===== src/rtl/irq_pend_pkg.sv =====
package irq_pend_pkg;
  localparam int IRQ_W = 32;
  localparam int POS_W = $clog2(IRQ_W);

  typedef struct packed {
    logic [IRQ_W-1:0] set_mask;
    logic [IRQ_W-1:0] clr_mask;
    logic             raise;
    logic             clear;
  } irq_req_t;
endpackage


===== src/rtl/irq_req_decode.sv =====
module irq_req_decode
  import irq_pend_pkg::*;
#(
  parameter int ADDR_W = 8,
  parameter logic [ADDR_W-1:0] RAISE_OFS = 8'h60,
  parameter logic [ADDR_W-1:0] CLEAR_OFS = 8'h64,
  parameter int NUM_HW = 2,
  parameter logic [NUM_HW*POS_W-1:0] HW_POS = {5'd8, 5'd0}
) (
  input  logic              wr_en,
  input  logic [ADDR_W-1:0] wr_addr,
  input  logic [IRQ_W-1:0]  wr_data,
  input  logic [NUM_HW-1:0] hw_req,
  output irq_req_t          req
);
  logic [IRQ_W-1:0] hw_vec [NUM_HW];
  logic [IRQ_W-1:0] hw_mask;
  logic sw_raise, sw_clear;

  for (genvar g = 0; g < NUM_HW; g++) begin : g_src
    assign hw_vec[g] = hw_req[g] ? (IRQ_W'(1) << HW_POS[g*POS_W +: POS_W]) : '0;
  end

  always_comb begin
    hw_mask = '0;
    for (int i = 0; i < NUM_HW; i++) hw_mask = hw_mask | hw_vec[i];
  end

  assign sw_raise = wr_en && (wr_addr == RAISE_OFS);
  assign sw_clear = wr_en && (wr_addr == CLEAR_OFS);

  always_comb begin
    req.set_mask = hw_mask | (sw_raise ? wr_data : '0);
    req.clr_mask = sw_clear ? wr_data : '0;
    req.raise    = sw_raise || (|hw_req);
    req.clear    = sw_clear;
  end
endmodule


===== src/rtl/irq_pend_reg.sv =====
module irq_pend_reg
  import irq_pend_pkg::*;
(
  input  logic             clk,
  input  logic             rst_n,
  input  irq_req_t         req,
  output logic [IRQ_W-1:0] pend_q,
  output logic [IRQ_W-1:0] pend_d
);
  // Set is applied after clear, so a raise beats a same-cycle clear.
  assign pend_d = (pend_q & ~req.clr_mask) | req.set_mask;

  always_ff @(posedge clk) begin
    if (!rst_n) pend_q <= '0;
    else        pend_q <= pend_d;
  end
endmodule


===== src/rtl/irq_out_gen.sv =====
module irq_out_gen
  import irq_pend_pkg::*;
(
  input  logic             clk,
  input  logic             rst_n,
  input  logic             msg_mode,
  input  logic             raise,
  input  logic             clear,
  input  logic [IRQ_W-1:0] pend_d,
  output logic             irq_line,
  output logic             msg_pulse
);
  logic any_d;
  assign any_d = |pend_d;

  always_ff @(posedge clk) begin
    if (!rst_n) begin
      irq_line  <= 1'b0;
      msg_pulse <= 1'b0;
    end else begin
      msg_pulse <= msg_mode && raise && any_d;
      if (!msg_mode) begin
        if (raise && any_d)       irq_line <= 1'b1;
        else if (clear && !any_d) irq_line <= 1'b0;
      end
    end
  end
endmodule


===== src/rtl/irq_pend_agg.sv =====
module irq_pend_agg
  import irq_pend_pkg::*;
#(
  parameter int ADDR_W = 8,
  parameter logic [ADDR_W-1:0] STATUS_OFS = 8'h24,
  parameter logic [ADDR_W-1:0] RAISE_OFS  = 8'h60,
  parameter logic [ADDR_W-1:0] CLEAR_OFS  = 8'h64,
  parameter int NUM_HW = 2,
  parameter logic [NUM_HW*POS_W-1:0] HW_POS = {5'd8, 5'd0}
) (
  input  logic              clk,
  input  logic              rst_n,
  input  logic              msg_mode,
  input  logic [NUM_HW-1:0] hw_req,
  input  logic              wr_en,
  input  logic [ADDR_W-1:0] wr_addr,
  input  logic [IRQ_W-1:0]  wr_data,
  input  logic [ADDR_W-1:0] rd_addr,
  output logic [IRQ_W-1:0]  rd_data,
  output logic              irq_line,
  output logic              msg_pulse
);
  irq_req_t         req;
  logic [IRQ_W-1:0] pend_q, pend_d;

  irq_req_decode #(
    .ADDR_W(ADDR_W), .RAISE_OFS(RAISE_OFS), .CLEAR_OFS(CLEAR_OFS),
    .NUM_HW(NUM_HW), .HW_POS(HW_POS)
  ) u_dec (
    .wr_en(wr_en), .wr_addr(wr_addr), .wr_data(wr_data),
    .hw_req(hw_req), .req(req)
  );

  irq_pend_reg u_reg (
    .clk(clk), .rst_n(rst_n), .req(req), .pend_q(pend_q), .pend_d(pend_d)
  );

  irq_out_gen u_out (
    .clk(clk), .rst_n(rst_n), .msg_mode(msg_mode),
    .raise(req.raise), .clear(req.clear), .pend_d(pend_d),
    .irq_line(irq_line), .msg_pulse(msg_pulse)
  );

  assign rd_data = (rd_addr == STATUS_OFS) ? pend_q : '0;
endmodule


===== config.mk =====
export PLATFORM = sky130hd
export DESIGN_NAME = irq_pend_agg
export DESIGN_NICKNAME = d
export VERILOG_FILES = /design/src/rtl/irq_pend_pkg.sv /design/src/rtl/irq_req_decode.sv /design/src/rtl/irq_pend_reg.sv /design/src/rtl/irq_out_gen.sv /design/src/rtl/irq_pend_agg.sv
export SDC_FILE = /design/constraint.sdc
export NUM_CORES = 1
export LEC_CHECK = 0
export BUFFER_PORTS_ARGS = -buffer_cell sky130_fd_sc_hd__buf_4
export CAP_MARGIN = 10
export CORE_ASPECT_RATIO = 0.8
export CORE_MARGIN = 2
export CORE_UTILIZATION = 47
export CTS_CLUSTER_DIAMETER = 60
export DETAILED_ROUTE_END_ITERATION = 8
export HOLD_SLACK_MARGIN = 0.15
export PLACE_DENSITY = 0.85
export REMOVE_ABC_BUFFERS = 1
export SLEW_MARGIN = 20
export SYNTH_ARGS = -nofsm -noshare
export SYNTH_HDL_FRONTEND = slang
export SYNTH_HIERARCHICAL = 1
export SYNTH_SLANG_ARGS = --single-unit

===== constraint.sdc =====
create_clock -name clk -period 2.6 [get_ports clk]
set_input_delay 0.52 -clock clk [delete_from_list [all_inputs] [get_ports clk]]
set_output_delay 0.52 -clock clk [all_outputs]
set_load 0.01 [all_outputs]

==> summary.md <==
| Metric | Value |
|---|---|
| Drt pass-1 iters | `5` |
| Worst Skew | `0.009157 ns` |
| DP HPWL | `5391 um` |
| DR vias/cell | `5.704` |
| # DRC | `0` |
| Area of the mapped netlist | `2918 um2` |
| Share of layout cells above drive strength 1 | `0.6064` |
| Crit path kind | `in2reg` |
| Yosys reg bits | `34` |
| Multi-input gate area | `2207 um2` |
| Root buffer selected by CTS | `clkbuf_8` |
| First-pass GRT wire length | `11960 um` |
| CTS H-Tree Depth | `2` |
| Routed len/inst | `18.47 um` |
| DIE AREA | `6858 um2` |
| GRT Overall Usage | `0.2151` |
| Clock buffers created by TritonCTS | `5` |
| Crit-path leading delay family | `simple AND/OR/NAND/NOR gates` |
| Synth warn | `6` |
| Vias in the first global route | `2609` |
| Die Y | `74.48 um` |
| Max Cap Viol | `0` |
| Clk_lat worst skew | `0.30 ns` |
| CTS clk-pin slew, worst paths | `0.08 ns` |
| Clock buffer depth | `2` |
| CP Data Required Time | `2.78 ns` |
| Largest net degree at the start of global routing | `38` |
| Critical path launch point type | `primary input` |
| Core area | `5943 um2` |
| Most common cell in the netlist | `inv_1` |
| Worst-margin pin slew | `0.5269 ns` |
| Via count | `3143` |
| Setup TNS | `-0.2444 ns` |
| Ant diodes | `0` |
| Yosys top cell by area | `dfxtp_1` |
| Buffers plus inverters on the worst setup path | `3` |
| Post-Place Cells | `524` |
| Cell Count, Final, Fillers Out | `551` |
| Post-synth EDFFs | `0` |
| Main flop type after synthesis | `dfxtp_1` |
| Crit path DAT | `2.92 ns` |
| Cell Rows | `25` |
| Asr flop ratio synth | `0` |
| Slew Viols, Final | `0` |
| CP Cell Sequence | `buf_4, or4b_4, buf_6, clkbuf_16, nor4_4, nor2b_1, or2_2, nor4_2, nand4_1, nor2_1, o21ai_1` |
| Minimum clock period | `2.743 ns` |
| Area contributors post-synth | `dfxtp_1 23%, nor4_2 17%, nor3_2 10%` |
| Chip width | `92.09 um` |
| DR iter-0 viols | `226` |
| Worst path max stage delay | `0.60 ns` |
| Setup violations, final | `2` |
| Setup crit end kind | `flop` |
| Leak | `1.900 nW` |
| Top cell type's share of synthesized area | `0.2333` |
| Cell variety after synth | `25` |
| Crit share post-route | `1.055` |
| Slew headroom | `0.6488` |
| CTS tree | `yes` |
| Initial antenna violation count | `0` |
| Hold crit path type | `in2reg` |
| Antenna-violating nets left | `0` |
| Max Fclk | `0.3645 GHz` |
| Fill cell total of the finished layout | `362` |
| Initial core utilization | `0.4909` |
| GR Overflow Total | `0` |
| Max VDD drop | `0.1785 mV` |
| Mean Syn Cell Area | `8.337 um2` |
| Most frequent cells after synthesis | `67 x inv_1, 40 x nor4_2, 34 x dfxtp_1` |
| Number of I/O pins | `88` |
| Nets | `525` |
| Final hold vios | `0` |
| Post-route setup slack | `-0.1433 ns` |
| Power per cell area | `263.8 nW/um2` |
| Worst Path Max Fanout | `12` |
| Status | `finished with violations` |
| Final wirelength | `10180 um` |
| GP Congestion | `0.8020` |
| Register Area | `680.7 um2` |
| Area Overhead vs Synth | `57.12%` |
| Failing checks | `negative setup slack` |
| Post-synthesis cell count | `350` |
| Slowest CP cell | `or4b_4` |
| Sequential share of the synthesized area | `0.2333` |
| Port Buf Inserts | `87` |
| Clock sink total | `34` |
metrics by stage:
stage | worst slack (ns) | cell area, um2 | hold WS (ns) | util | total power (W)
2_1_floorplan | -1.715 | 2700 | 0.4911 | - | 0.0006203
3_3_place_gp | -0.2746 | 3814 | 0.4852 | 0.6417 | 0.0007433
3_5_place_dp | -0.3034 | 3814 | 0.5057 | 0.6417 | 0.0007474
4_1_cts | 0.001219 | 3902 | 0.4865 | 0.6566 | 0.001134
5_1_grt | -0.2743 | 4584 | 0.4959 | 0.7714 | 0.001241
6_report | -0.1433 | 4584 | 0.4958 | 0.7714 | 0.001209
flip-flops by register name, indices dropped and copies added, names as in the netlist:
| name | cells |
|---|---|
| u_reg/pend_q | 32 |
| u_out/irq_line | 1 |
| u_out/msg_pulse | 1 |
placed cells by master (no fill, tap or decap), drive strengths merged:
cell / netlist / routed
dfxtp: 34 / 34
o21a: 32 / 32
nand4bb: 1 / 1
nor4: 70 / 70
o41ai: 2 / 2
or2: 32 / 32
nor2b: 33 / 33
clkbuf: 8 / 11
or4b: 3 / 3
o311ai: 1 / 1
nand4: 2 / 2
inv: 67 / 67
nor3: 33 / 33
nor2: 2 / 2
o21ai: 2 / 2
buf: 25 / 142
nand2b: 1 / 1
nand3: 2 / 2
worst paths after layout:
| path | from | endpoint | slack, ns | depth (start not counted) |
|---|---|---|---|---|
| max reg2reg | u_reg/pend_q[18] | u_out/irq_line | 0.87 | 6 |
| min reg2reg | u_out/irq_line | u_out/irq_line | 0.57 | 2 |
| min | msg_mode | u_out/msg_pulse | 0.50 | 3 |
| max | wr_addr[0] | u_out/irq_line | -0.14 | 11 |
report_power, final:
group          internal, W  switching [W]
clock network     0.000205       0.000207
registers         0.000527     0.00000435
logic             0.000114       0.000152
cell type report:
| class | instances | share of cell area |
|---|---|---|
| Inverter | 67 | 0.05486 |
| Multi-Input combinational cell | 216 | 0.4814 |
| Sequential cell | 34 | 0.1485 |
| Clock buffer | 6 | 0.01801 |
| Timing Repair Buffer | 147 | 0.2751 |
| Tap cell | 81 | 0.02211 |
logic make-up (layout without fill, tap and decap cells):
logic type             count (synthesis)  count (layout)  share of synthesized area
DFF                                   34              34                     0.2333
AOI/OAI and AO/OA                     37              37                    0.09477
and+or+nand+nor                      179             179                     0.5111
buffers and inverters                100             220                     0.1608
layer usage:
layer,share of wire,GRT usage,vias to the layer above
met3,0.073,0.04458,31
met5,0,0,-
met1,0.39,0.2705,1522
met4,0.031,0.06302,0
met2,0.50,0.3799,158
li1,-,-,1432
worst register-to-register path, stage by stage (launching register included):
cell and delay, ns:
dfxtp_1 0.32, nor2b_1 0.14, or2_2 0.32, nor4_4 0.36, nand4_1 0.16, nor2_1 0.21, o21ai_1 0.11
what timing repair did:
item | 4_1_cts | 5_1_grt
setup endpoints to repair | 1 | 2
buffers inserted | 0 | 17
gates resized for setup | 1 | 69
cloned | 0 | 5
hold buffers | 0 | 0
pin swaps | 0 | 21
Power figures use the tool's default switching activity.
